===== config.mk =====
export PLATFORM = sky130hd
export DESIGN_NAME = pdc_top
export DESIGN_NICKNAME = d
export VERILOG_FILES = /design/src/rtl/pdc_pkg.sv /design/src/rtl/pdc_decode.sv /design/src/rtl/pdc_seq.sv /design/src/rtl/pdc_irq.sv /design/src/rtl/pdc_top.sv
export SDC_FILE = /design/constraint.sdc
export NUM_CORES = 1
export LEC_CHECK = 0
export BUFFER_PORTS_ARGS = -buffer_cell sky130_fd_sc_hd__buf_2
export CAP_MARGIN = 20
export CORE_ASPECT_RATIO = 1.25
export CORE_MARGIN = 2
export CORE_UTILIZATION = 44
export DETAILED_ROUTE_END_ITERATION = 10
export PLACE_DENSITY = 0.73
export SLEW_MARGIN = 20
export SYNTH_ARGS = -nofsm -noshare
export SYNTH_HDL_FRONTEND = slang
export SYNTH_SLANG_ARGS = --single-unit

===== constraint.sdc =====
create_clock -name clk -period 7.1 [get_ports clk]
set_input_delay 1.42 -clock clk [delete_from_list [all_inputs] [get_ports clk]]
set_output_delay 1.42 -clock clk [all_outputs]
set_load 0.02 [all_outputs]

===== src/rtl/pdc_pkg.sv =====
package pdc_pkg;
  // common register offsets
  localparam int unsigned OFS_READY = 'h00;
  localparam int unsigned OFS_DONE  = 'h04;
  localparam int unsigned OFS_CLEAR = 'h08;
  localparam int unsigned OFS_ENAB  = 'h0C;
  localparam int unsigned OFS_MASK  = 'h10;
  // per-channel window offsets
  localparam int unsigned WIN_STATE  = 'h00;
  localparam int unsigned WIN_DOWN   = 'h04;
  localparam int unsigned WIN_DOWNSR = 'h08;
  localparam int unsigned WIN_UP     = 'h0C;
  localparam int unsigned WIN_UPSR   = 'h10;
  localparam int unsigned WIN_ERR    = 'h14;

  typedef enum logic [1:0] {SQ_IDLE, SQ_REQ, SQ_REL, SQ_FIN} seq_state_e;
endpackage


===== src/rtl/pdc_decode.sv =====
module pdc_decode #(
  parameter int ADDR_W      = 8,
  parameter int CH_COUNT    = 2,
  parameter int BITS_PER_CH = 2,
  parameter int WIN_BASE    = 32,
  parameter int WIN_SHIFT   = 5,
  localparam int N_AREA = CH_COUNT * BITS_PER_CH,
  localparam int AW     = (N_AREA > 1) ? $clog2(N_AREA) : 1,
  localparam int CW     = (CH_COUNT > 1) ? $clog2(CH_COUNT) : 1
) (
  input  logic [ADDR_W-1:0]    addr,
  input  logic                 wr,
  input  logic [31:0]          wdata,
  output logic                 win_hit,
  output logic [CW-1:0]        win_ch,
  output logic [WIN_SHIFT-1:0] win_off,
  output logic                 req_valid,
  output logic [AW-1:0]        req_area,
  output logic                 req_dir
);
  import pdc_pkg::*;

  logic [ADDR_W-1:0] rel;
  logic [ADDR_W-1:0] ch_full;
  logic              is_ctl;
  logic              one_hot;
  int                bit_idx;

  always_comb begin
    rel     = addr - ADDR_W'(WIN_BASE);
    ch_full = rel >> WIN_SHIFT;
    win_hit = (addr >= ADDR_W'(WIN_BASE)) && (int'(ch_full) < CH_COUNT);
    win_ch  = CW'(ch_full);
    win_off = addr[WIN_SHIFT-1:0];
  end

  always_comb begin
    bit_idx = 0;
    for (int b = 0; b < BITS_PER_CH; b++)
      if (wdata[b]) bit_idx = b;
    one_hot = $onehot(wdata[BITS_PER_CH-1:0]) && (wdata[31:BITS_PER_CH] == '0);
    is_ctl  = (int'(win_off) == WIN_DOWN) || (int'(win_off) == WIN_UP);
    req_valid = wr && win_hit && is_ctl && one_hot;
    req_dir   = (int'(win_off) == WIN_UP);
    req_area  = AW'(int'(win_ch) * BITS_PER_CH + bit_idx);
  end
endmodule


===== src/rtl/pdc_seq.sv =====
module pdc_seq #(
  parameter int   N_AREA    = 4,
  parameter logic RESET_OFF = 1'b1,
  localparam int AW = (N_AREA > 1) ? $clog2(N_AREA) : 1
) (
  input  logic              clk,
  input  logic              rst,
  input  logic              start,
  input  logic [AW-1:0]     start_area,
  input  logic              start_dir,
  input  logic [N_AREA-1:0] enab,
  input  logic [N_AREA-1:0] ack_i,
  output logic              busy,
  output logic [N_AREA-1:0] req_o,
  output logic              dir_o,
  output logic [N_AREA-1:0] flight_vec,
  output logic [N_AREA-1:0] done_vec,
  output logic [N_AREA-1:0] off_state
);
  import pdc_pkg::*;

  seq_state_e    state;
  logic [AW-1:0] area_q;
  logic          finish;

  assign busy   = (state != SQ_IDLE);
  assign finish = (state == SQ_FIN) && enab[area_q];

  always_comb begin
    done_vec   = '0;
    flight_vec = '0;
    if (finish) done_vec[area_q] = 1'b1;
    if (busy)   flight_vec[area_q] = 1'b1;
  end

  always_ff @(posedge clk) begin
    if (rst) begin
      state     <= SQ_IDLE;
      area_q    <= '0;
      dir_o     <= 1'b0;
      req_o     <= '0;
      off_state <= {N_AREA{RESET_OFF}};
    end else begin
      case (state)
        SQ_IDLE: if (start) begin
          area_q <= start_area;
          dir_o  <= start_dir;
          if (off_state[start_area] != start_dir) begin
            state <= SQ_FIN;
          end else begin
            state             <= SQ_REQ;
            req_o[start_area] <= 1'b1;
          end
        end
        SQ_REQ: if (ack_i[area_q]) begin
          req_o <= '0;
          state <= SQ_REL;
        end
        SQ_REL: if (!ack_i[area_q]) state <= SQ_FIN;
        SQ_FIN: if (finish) begin
          off_state[area_q] <= !dir_o;
          state             <= SQ_IDLE;
        end
        default: state <= SQ_IDLE;
      endcase
    end
  end
endmodule


===== src/rtl/pdc_irq.sv =====
module pdc_irq #(
  parameter int N_AREA = 4
) (
  input  logic              clk,
  input  logic              rst,
  input  logic              wr_clear,
  input  logic              wr_enab,
  input  logic              wr_mask,
  input  logic [N_AREA-1:0] wdata,
  input  logic [N_AREA-1:0] set_vec,
  output logic [N_AREA-1:0] done_st,
  output logic [N_AREA-1:0] enab,
  output logic [N_AREA-1:0] mask,
  output logic              irq_o
);
  logic [N_AREA-1:0] clr_vec;

  assign clr_vec = wr_clear ? wdata : '0;

  always_ff @(posedge clk) begin
    if (rst) begin
      done_st <= '0;
      enab    <= '0;
      mask    <= '0;
      irq_o   <= 1'b0;
    end else begin
      done_st <= (done_st & ~clr_vec) | set_vec;
      if (wr_enab) enab <= wdata;
      if (wr_mask) mask <= wdata;
      irq_o <= |(done_st & enab & ~mask);
    end
  end
endmodule


===== src/rtl/pdc_top.sv =====
module pdc_top #(
  parameter int   ADDR_W      = 8,
  parameter int   CH_COUNT    = 2,
  parameter int   BITS_PER_CH = 2,
  parameter int   WIN_BASE    = 32,
  parameter int   WIN_SHIFT   = 5,
  parameter logic RESET_OFF   = 1'b1,
  localparam int N_AREA = CH_COUNT * BITS_PER_CH,
  localparam int AW     = (N_AREA > 1) ? $clog2(N_AREA) : 1,
  localparam int CW     = (CH_COUNT > 1) ? $clog2(CH_COUNT) : 1
) (
  input  logic              clk,
  input  logic              rst,
  input  logic [ADDR_W-1:0] bus_addr,
  input  logic              bus_wr,
  input  logic              bus_rd,
  input  logic [31:0]       bus_wdata,
  output logic [31:0]       bus_rdata,
  output logic [N_AREA-1:0] pwr_req_o,
  output logic              pwr_dir_o,
  input  logic [N_AREA-1:0] pwr_ack_i,
  output logic              irq_o
);
  import pdc_pkg::*;

  logic                 win_hit, req_valid, req_dir;
  logic [CW-1:0]        win_ch;
  logic [WIN_SHIFT-1:0] win_off;
  logic [AW-1:0]        req_area;
  logic                 busy, accept, refuse;
  logic [N_AREA-1:0]    flight_vec, done_vec, pstat;
  logic [N_AREA-1:0]    isr_q, ier_q, imr_q, err_q;
  logic                 wr_common;
  logic [31:0]          rd_mux;

  pdc_decode #(
    .ADDR_W(ADDR_W), .CH_COUNT(CH_COUNT), .BITS_PER_CH(BITS_PER_CH),
    .WIN_BASE(WIN_BASE), .WIN_SHIFT(WIN_SHIFT)
  ) u_dec (
    .addr(bus_addr), .wr(bus_wr), .wdata(bus_wdata),
    .win_hit(win_hit), .win_ch(win_ch), .win_off(win_off),
    .req_valid(req_valid), .req_area(req_area), .req_dir(req_dir)
  );

  assign accept = req_valid && !busy;
  assign refuse = req_valid && busy;

  pdc_seq #(.N_AREA(N_AREA), .RESET_OFF(RESET_OFF)) u_seq (
    .clk(clk), .rst(rst),
    .start(accept), .start_area(req_area), .start_dir(req_dir),
    .enab(ier_q), .ack_i(pwr_ack_i),
    .busy(busy), .req_o(pwr_req_o), .dir_o(pwr_dir_o),
    .flight_vec(flight_vec), .done_vec(done_vec), .off_state(pstat)
  );

  assign wr_common = bus_wr && !win_hit;

  pdc_irq #(.N_AREA(N_AREA)) u_irq (
    .clk(clk), .rst(rst),
    .wr_clear(wr_common && (int'(bus_addr) == OFS_CLEAR)),
    .wr_enab (wr_common && (int'(bus_addr) == OFS_ENAB)),
    .wr_mask (wr_common && (int'(bus_addr) == OFS_MASK)),
    .wdata(bus_wdata[N_AREA-1:0]), .set_vec(done_vec),
    .done_st(isr_q), .enab(ier_q), .mask(imr_q), .irq_o(irq_o)
  );

  // refusal record, one bit per area
  always_ff @(posedge clk) begin
    if (rst) err_q <= '0;
    else if (refuse) err_q[req_area] <= 1'b1;
    else if (accept) err_q[req_area] <= 1'b0;
  end

  function automatic logic [31:0] ch_slice(input logic [N_AREA-1:0] v, input logic [CW-1:0] ch);
    logic [BITS_PER_CH-1:0] s;
    s = v[int'(ch)*BITS_PER_CH +: BITS_PER_CH];
    return 32'(s);
  endfunction

  always_comb begin
    rd_mux = '0;
    if (win_hit) begin
      case (int'(win_off))
        WIN_STATE:  rd_mux = ch_slice(pstat, win_ch);
        WIN_DOWNSR: rd_mux = pwr_dir_o ? '0 : ch_slice(flight_vec, win_ch);
        WIN_UPSR:   rd_mux = pwr_dir_o ? ch_slice(flight_vec, win_ch) : '0;
        WIN_ERR:    rd_mux = ch_slice(err_q, win_ch);
        default:    rd_mux = '0;
      endcase
    end else begin
      case (int'(bus_addr))
        OFS_READY: rd_mux = busy ? 32'd0 : 32'd3;
        OFS_DONE:  rd_mux = 32'(isr_q);
        OFS_ENAB:  rd_mux = 32'(ier_q);
        OFS_MASK:  rd_mux = 32'(imr_q);
        default:   rd_mux = '0;
      endcase
    end
  end

  always_ff @(posedge clk) begin
    if (rst) bus_rdata <= '0;
    else if (bus_rd) bus_rdata <= rd_mux;
  end
endmodule


* Yosys cells after proc, flatten, opt, wreduce, memory -nomap -nowiden
Index checks and enable logic that the tools add are counted.
W data, S select, Z words.
** Storage, ports and cells
- Register bits :: 62
- Output and inout bits :: 38
- Input port bits :: 48
- Word-level logic and storage cells :: 115
** Cells by class
- Muxes and demuxes :: 33
- Order comparisons :: 6
- Bitwise gates (word level) :: 10
- Reductions and logical operators :: 30
- Shift operators :: 3
- Add/subtract/negate cells :: 3
- Eq/ne operators :: 19
** Operators with widths (count)
- $mux W32 :: 1
- $mux W4 :: 8
- $logic_not A30 Y1 :: 1
- $and A4 B4 Y4 :: 4
- $eq A8 B4 Y1 const B :: 2
- $mux W2 :: 8
- $pmux W2 S4 :: 2
- $pmux W4 S4 :: 1
- $logic_and A1 B1 Y1 :: 14
- $not A4 Y4 :: 3
- $or A4 B4 Y4 :: 3
- $shiftx A4 B3 Y2 :: 3
- $eq A5 B4 Y1 const B :: 2
- $eq A5 B5 Y1 const B :: 2
- $eq A8 B3 Y1 const B :: 1
- $eq A8 B5 Y1 const B :: 1
- $ge A8 B6 Y1 const B :: 1
- $logic_not A8 Y1 :: 1
- $pmux W4 S2 :: 1
- $reduce_and A4 Y1 :: 2
- $sub A8 B6 Y8 const B :: 1
- $bmux W1 S2 :: 3
- $lt A2 B3 Y1 const B :: 2
- $mux W1 :: 6
- 19 further kinds :: 31

* Depth between registers and ports, before layout
Gate-level depths: netlist of run 1.
- Depth in word-level cells :: 10
- Mapped depth :: 9
- Gate-level depth less buffers :: 8

* Cells and area by module
Synthesis of run 1 repeated with hierarchy kept, for this count alone.
** Unflattened totals
- Cells, all modules :: 280
- Area, all modules :: 2339.7 µm²
** Modules (own cells, without submodules)
- pdc_top :: area each 838.3 µm², cells each 105, times used 1
- pdc_seq :: area each 828.3 µm², cells each 96, times used 1
- pdc_irq :: area each 473.0 µm², cells each 50, times used 1
- pdc_decode :: area each 200.2 µm², cells each 29, times used 1

* Worst setup path after synthesis of run 1
No wires, ideal clock.
- Kind :: input to register
- Start :: in bus_addr[5]
- End :: reg u_seq.state[1]
- Arrival time :: 3.524 ns
- Stages on the path :: 9
- Setup time :: 0.121 ns
- Slack :: 3.455 ns
- Data required time :: 6.979 ns
- Cell sequence :: clkbuf_1 inv_1 ha_1 or2_0 o21ai_1 nor3b_1 a21oi_2 a211o_1 mux2_4
** Between the ends
- Cells in the longest elaborated chain, start to end :: 9
- Elaborated cells on any way between the ends :: 17
- Those cells by class :: 2 x add/sub; 2 x order compare; 2 x eq/ne; 5 x mux; 6 x reduce/logical
** Ends and longest elaborated chain
- start, declared :: line pdc_top.sv:14 : input logic [ADDR_W-1:0] bus_addr,
- $sub A8 B6 Y8 (*) :: line pdc_decode.sv:30 : rel = addr - ADDR_W'(WIN_BASE);
- via u_dec.win_ch :: line pdc_decode.sv:15 : output logic [CW-1:0] win_ch,
- parallel branches: the longest is 8 deep, another holds $add A2 B2 Y2
- end signal, assigned :: line pdc_seq.sv:38 : state <= SQ_IDLE;
- end signal, assigned :: line pdc_seq.sv:49 : state <= SQ_FIN;
- end signal, assigned :: line pdc_seq.sv:51 : state <= SQ_REQ;
- end, declared :: line pdc_seq.sv:22 : seq_state_e state;
Mark *: on every way through the listed nets, which the timed path passes. The select of a mux whose other input is x is not followed.
A chain may end at the register's enable or synchronous reset.

* Final worst setup path of run 1
- Start :: in bus_addr[5]
- End :: reg u_seq.req_o[3]
** Between the ends
- Cells in the longest elaborated chain, start to end :: 10
- Elaborated cells on any way between the ends :: 24
- Those cells by class :: 2 x add/sub; 4 x order compare; 3 x eq/ne; 7 x mux; 1 x bitwise; 7 x reduce/logical
** Ends and longest elaborated chain
- $sub A8 B6 Y8 (*) :: line pdc_decode.sv:30
- via u_dec.win_ch :: line pdc_decode.sv:15
- $add A2 B2 Y2 :: line pdc_decode.sv:45 : req_area = AW'(int'(win_ch) * BITS_PER_CH + bit_idx);
- $lt A2 B3 Y1 (not written as such) or $ge A2 B1 Y1 (tied branches) :: line pdc_seq.sv:52 : req_o[start_area] <= 1'b1;
- $logic_and A1 B1 Y1 (not written as such) :: line pdc_seq.sv:52
- $mux W1 (not written as such) :: line pdc_seq.sv:52
- $demux W1 S2 :: line pdc_seq.sv:52
- $or A4 B4 Y4 (no source line)
- $mux W4 :: line pdc_seq.sv:48 : if (off_state[start_area] != start_dir) begin
- $mux W4 :: line pdc_seq.sv:45 : SQ_IDLE: if (start) begin
- $pmux W4 S2 :: line pdc_seq.sv:44 : case (state)
- end signal, assigned :: line pdc_seq.sv:41 : req_o <= '0;
- end signal, assigned by index :: line pdc_seq.sv:52
- end signal, assigned :: line pdc_seq.sv:56 : req_o <= '0;
- end, declared :: line pdc_seq.sv:14 : output logic [N_AREA-1:0] req_o,
The timed path passes the listed nets; every way through them passes the cells marked *. The select of a mux whose other input is x is not followed.

==> results.json, run 1 <==
{
  "p_sw_frac": 0.3454,
  "cts-root-buf": "clkbuf_8",
  "endpoint_kind": "flip-flop",
  "p_switching_mw": 0.1729,
  "num_vias": 2047,
  "post-route-period-util": 0.4889,
  "power_leakage_nw": 1.118,
  "firstDrtPassIters": 4,
  "worst_pin_slew_ns": 1.012,
  "die_y_um": 83.21,
  "synthCells": 267,
  "slowest_delay_ns": 0.60,
  "io_pins": 86,
  "netlist_area_mm2": 0.002208,
  "htree_levels": 2,
  "path_class": "input port to flip-flop",
  "grt_pass1_wl_um": 8597,
  "antenna_found_initial": 0,
  "grt_max_degree": 29,
  "nets": 373,
  "drc_errors": 0,
  "seqCellArea_um2": 680.7,
  "cts_tree": "built",
  "routedWlPerCell_um": 13.95,
  "p_seq_frac": 0.403,
  "wl_um": 5315,
  "clkPwrFrac": 0.300,
  "crit_chain": "buf_2 -> inv_1 -> ha_1 -> or2_0 -> o21ai_1 -> nor3b_1 -> a21oi_2 -> o31ai_1 -> nor2_1",
  "whs_ns": 0.4663,
  "drive_above_1_share": 0.2399,
  "slowest_stage": "nor3b_1",
  "grt_pass1_vias": 1876,
  "report.final.slew_viol_count": 0,
  "rsz0062_at_grt": "no",
  "drtIter0Drc": 95,
  "arrival_ns": 3.64,
  "post_cts_buffers": 0,
  "synth_top_area_cell": "dfxtp_1",
  "yosysWarningCount": 0,
  "viasPerCell": 5.373,
  "synth-edff-count": 0,
  "clock-sinks": 34,
  "yosys-top-cells-area": "dfxtp_1 31%, buf_4 9.5%, mux2i_1 5.4%, nand2_1 5.1%, nor2_1 4.4%",
  "synth_top_flop_cell": "dfxtp_1",
  "initial_core_util": 0.4601,
  "skew_ns": 0.002966,
  "cap_viol_max_count": 0,
  "cts.clk_slew.worst_paths_ns": 0.07,
  "gp_congestion": 0.8564,
  "port_buffers": 57,
  "setup_violations": 0,
  "holdBufCountCts": 0,
  "cp_max_fo": 13,
  "synth_seq_cells": 34,
  "hold_viol": 0,
  "fin_ws_ns": 3.629,
  "synth_common_cells": "34 x dfxtp_1, 30 x nand2_1, 28 x buf_4",
  "critPathLaunchType": "input port",
  "synth_top_area_share": 0.3082,
  "postSynthAreaPerCell_um2": 8.271,
  "fin_tns_setup_ns": 0,
  "power_density_mw_per_mm2": 199.2,
  "die_x_um": 67.37,
  "rows": 28,
  "fin_crit_ns": 3.471,
  "slew_headroom": 0.3194,
  "hold_class": "flip-flop to flip-flop",
  "crit_required_ns": 7.27,
  "ys_types": 52,
  "grt_remaining_overflow": 0,
  "ant_nets": 0,
  "synth_most_common_cell": "dfxtp_1",
  "status": "finished, final reports clean",
  "multiInputGateArea_mm2": 0.001335,
  "peakVddDrop_mv": 0.1023,
  "fillers": 474,
  "pre_cts_slack_ns": 3.333,
  "clock.fmax_mhz": 288.1,
  "core_mm2": 0.004800,
  "cts-resized-gates": 0,
  "hpwl_um": 4127,
  "insertion_delay_ns": 0.29,
  "numCtsBuffers": 5,
  "synth_seq_area_share": 0.3082,
  "clock_path_buffers": 2,
  "die_area_mm2": 0.005605,
  "antenna_cells": 0,
  "grt_use_total": 0.1998,
  "area.growth.synth_to_final_pct": 13.77,
  "pwr-share-comb": 0.297,
  "p_int_mw": 0.3276,
  "ys_async_sr_fraction": 0
}
stage by stage:
stage / util / total power [mW] / instance area, um2 / cells
after floorplan: - / 0.3242 / 2310 / 294
after global placement: 0.5044 / 0.3520 / 2421 / 373
after detailed placement: 0.5044 / 0.3544 / 2421 / 373
after CTS: 0.5235 / 0.5026 / 2512 / 381
after global routing: 0.5235 / 0.5256 / 2512 / 381
final: 0.5235 / 0.5004 / 2512 / 381
power groups by stage:
stage	clock [mW]	sequential [mW]	combinational, mW
2_1_floorplan	0	0.206	0.118
3_3_place_gp	0	0.206	0.146
3_5_place_dp	0	0.207	0.148
4_1_cts	0.152	0.202	0.149
5_1_grt	0.156	0.203	0.166
6_report	0.150	0.202	0.149
path summary, 6_finish.rpt:
check                                     from             end  slack (ns)  depth (start not counted)
worst min register to register  u_seq.req_o[1]  u_seq.req_o[1]        0.47                          2
worst min-delay path            u_seq.req_o[1]  u_seq.req_o[1]        0.47                          2
worst max register to register  u_seq.state[0]  u_seq.req_o[3]        4.93                          8
worst max-delay path               bus_addr[5]  u_seq.req_o[3]        3.63                          9
worst max-delay path: cells and delay by family:
family | cells | cell delay (ns)
and+or+nand+nor | 3 | 0.91
AOI/OAI and AO/OA | 3 | 0.77
buffers and inverters | 2 | 0.32
adders and majority gates | 1 | 0.21
placed cells by master, fill, tap and decap left out, types with 2 or more instances in the layout:
master,instances
nor2_1,26
mux2i_1,12
a41oi_1,5
inv_1,11
buf_2,57
clkbuf_8,6
nor3b_1,2
nand4_1,5
ha_1,5
nand2_1,30
conb_1,28
a211oi_1,2
o31a_1,2
nor4_1,6
o21ai_0,4
xor2_1,3
nand3_1,13
a21oi_1,14
o211ai_1,5
a32o_1,2
nand2b_1,2
mux4_2,4
nor2b_1,2
nand3b_1,4
a2bb2oi_1,3
nor3_1,5
a31oi_1,3
or4_1,2
dfxtp_1,34
layout make-up:
cell class | instances | share of cell area
inverter | 12 | 0.01793
timing repair buffer | 57 | 0.1135
clock inverter | 1 | 0.001992
clock buffer | 7 | 0.03436
multi-input combinational | 210 | 0.5314
sequential | 34 | 0.2709
tap | 60 | 0.02988
per-layer routing:
metal	vias up	part of all wire	global-route usage
met5	-	0	0
met4	0	0.015	0.08534
met3	8	0.058	0.02981
met2	79	0.53	0.3501
met1	944	0.40	0.2329
li1	1016	-	-
cell families after synthesis:
logic type	after synthesis	share of synthesized area
multiplexers	18	0.1071
adder cells (fa/ha/maj)	5	0.02833
other	1	0.001698
flip-flops	34	0.3082
XOR/XNOR	3	0.01190
AO/OA/AOI/OAI	48	0.1535
AND/OR/NAND/NOR	108	0.2561
buffers and inverters	50	0.1331
(Power assumes the default switching activity.)
==> inputs of run 2 (changes only) <==
--- a/config.mk
+++ b/config.mk
@@ -5,6 +5,7 @@
 export SDC_FILE = /design/constraint.sdc
 export NUM_CORES = 1
 export LEC_CHECK = 0
+export ABC_AREA = 1
 export BUFFER_PORTS_ARGS = -buffer_cell sky130_fd_sc_hd__buf_2
 export CAP_MARGIN = 20
 export CORE_ASPECT_RATIO = 1.25
==> constraint.sdc (replaced) <==
create_clock -name clk -period 3.2 [get_ports clk]
set_input_delay 0.64 -clock clk [delete_from_list [all_inputs] [get_ports clk]]
set_output_delay 0.64 -clock clk [all_outputs]
set_load 0.02 [all_outputs]
==> run 2 against run 1 <==
First-iteration DRC count shrank 5.3%; non-clock buffer count unchanged; final area is 4.3% higher; combinational power grew to 2.7 times the previous value; power grew 140%; synthesized area grew 4.2%; critical path type unchanged; critical endpoint is now u_seq.area_q[1]; largest cell class unchanged.
==> results.json, run 2 <==
{
  "status": "finished, final reports clean",
  "port_buffers": 57,
  "peakVddDrop_mv": 0.4996,
  "num_vias": 2329,
  "hold_class": "flip-flop to flip-flop",
  "clock-sinks": 34,
  "grt_remaining_overflow": 0,
  "synth_seq_area_share": 0.2958,
  "rows": 29,
  "hold_viol": 0,
  "netlist_area_mm2": 0.002301,
  "ant_nets": 0,
  "grt_pass1_vias": 1996,
  "fin_area_mm2": 0.002621,
  "cts.clk_slew.worst_paths_ns": 0.07,
  "slowest_delay_ns": 0.29,
  "synth_common_cells": "90 x nand2_1, 44 x nor2_1, 34 x dfxtp_1, 34 x inv_1, 31 x a21oi_1",
  "fin_crit_ns": 2.024,
  "gp_congestion": 0.8658,
  "clock.fmax_mhz": 494.1,
  "power_leakage_nw": 1.280,
  "synthCells": 355,
  "slowest_stage": "ha_1",
  "die_y_um": 84.85,
  "critPathLaunchType": "input port",
  "p_switching_mw": 0.4346,
  "routedWlPerCell_um": 11.62,
  "insertion_delay_ns": 0.29,
  "r2r_slack_ns": 1.49,
  "yosys-top-cells-area": "dfxtp_1 30%, nand2_1 15%, buf_4 9.5%, nor2_1 7.2%, a21oi_1 6.7%",
  "skew_ns": 0.008104,
  "cts_tree": "built",
  "worst_pin_slew_ns": 0.6161,
  "fin_tns_setup_ns": 0,
  "nets": 466,
  "viasPerCell": 4.893,
  "wl_um": 5532,
  "holdBufCountCts": 0,
  "antenna_cells": 0,
  "p_seq_frac": 0.385,
  "final_cell_mix": "90 x nand2_1, 57 x buf_2, 44 x nor2_1",
  "postSynthAreaPerCell_um2": 6.482,
  "synth_top_area_share": 0.2958,
  "arrival_ns": 2.21,
  "synth_most_common_cell": "nand2_1",
  "crit_chain": "buf_2 -> inv_2 -> ha_1 -> a21boi_1 -> nand3_2 -> nor2_2 -> nand2_4 -> inv_2 -> nand2_2 -> o21ai_0 -> a21oi_1",
  "clkPwrFrac": 0.276,
  "io_pins": 86,
  "grt_use_total": 0.1980,
  "path_class": "input port to flip-flop",
  "rsz0062_at_grt": "no",
  "detailed_place.area_mm2": 0.002530,
  "cap_viol_max_count": 0,
  "htree_levels": 2,
  "initial_core_util": 0.4562,
  "synth-edff-count": 0,
  "cts-root-buf": "clkbuf_8",
  "setup_violations": 0,
  "antenna_found_initial": 0,
  "synth_top_flop_cell": "dfxtp_1",
  "core_mm2": 0.005044,
  "drc_errors": 0,
  "area.growth.synth_to_final_pct": 13.92,
  "die_area_mm2": 0.005828,
  "ys_async_sr_fraction": 0,
  "post_cts_buffers": 0,
  "p_int_mw": 0.7524,
  "total_power_mw": 1.187,
  "die_x_um": 68.68,
  "hpwl_um": 4462,
  "endpoint_kind": "flip-flop",
  "cp_max_fo": 10,
  "clock_path_buffers": 2,
  "drive_above_1_share": 0.2029,
  "yosysWarningCount": 0,
  "crit_required_ns": 3.38,
  "fillers": 518,
  "grt_pass1_wl_um": 8749,
  "report.final.slew_viol_count": 0,
  "p_sw_frac": 0.3661,
  "slew_headroom": 0.5893,
  "post-route-period-util": 0.6325,
  "numCtsBuffers": 5,
  "ys_types": 33,
  "whs_ns": 0.4511,
  "cts-resized-gates": 0,
  "pwr-share-comb": 0.339,
  "power_density_mw_per_mm2": 452.8,
  "layout_commonest_cell": "nand2_1",
  "final_util": 0.5197,
  "synth_top_area_cell": "dfxtp_1",
  "crit_top_cell": "inv_2",
  "drtIter0Drc": 90,
  "synth_seq_cells": 34,
  "grt_max_degree": 20,
  "firstDrtPassIters": 5
}
==> run 2: through the flow <==
step                setup WS (ns)  std cells
floorplan                   1.103        382
finish                      1.176        476
CTS                         1.172        476
global placement           0.9370        468
detailed placement         0.8619        468
global route                1.020        476
==> run 2: worst paths after layout <==
check | from | end | cells after the start
worst min register to register | u_seq.req_o[2] | u_seq.req_o[2] | 2
worst max register to register | u_seq.state[0] | u_seq.req_o[3] | 6
worst min-delay path | u_seq.req_o[2] | u_seq.req_o[2] | 2
worst max-delay path | bus_addr[5] | u_seq.area_q[1] | 11
==> run 2: layout make-up <==
class                   instances  area, um2  area share
clock buffers                   7      86.33     0.03294
clock inverters                 1      5.005    0.001909
well taps                      62      77.57     0.02959
inverters                      39      146.4     0.05585
repair buffers                 57      285.3      0.1088
multi-input cells             276       1340      0.5112
flip-flops and latches         34      680.7      0.2597
==> run 2: critical path, delay by kind of cell <==
kind / cells / cell delay [ns]
AO/OA/AOI/OAI: 3 / 0.42
adder cells (fa/ha/maj): 1 / 0.29
buffers and inverters: 3 / 0.41
AND/OR/NAND/NOR: 4 / 0.44
==> run 2: kinds of logic (layout without fill, tap and decap cells) <==
family                     count (synthesis)  count (layout)  share of synthesized area
AOI/OAI and AO/OA                         63              63                     0.1484
other                                      1              28                   0.001630
buffers and inverters                     72             104                     0.1658
DFF                                       34              34                     0.2958
and+or+nand+nor                          180             180                     0.3611
adders and majority gates                  5               5                    0.02719
==> run 2: power groups by stage <==
stage	clock (mW)	sequential, mW	combinational, mW
final	0.327	0.458	0.402
after global routing	0.355	0.461	0.452
after CTS	0.338	0.457	0.403
after detailed placement	0	0.467	0.403
after global placement	0	0.467	0.392
after floorplan	0	0.474	0.324
==> run 2: per-layer routing <==
metal	GRT usage	up-vias	part of all wire
li1	-	1203	-
met1	0.2332	1023	0.41
met2	0.3357	92	0.49
met3	0.03846	11	0.080
met4	0.09091	0	0.022
met5	0	-	0
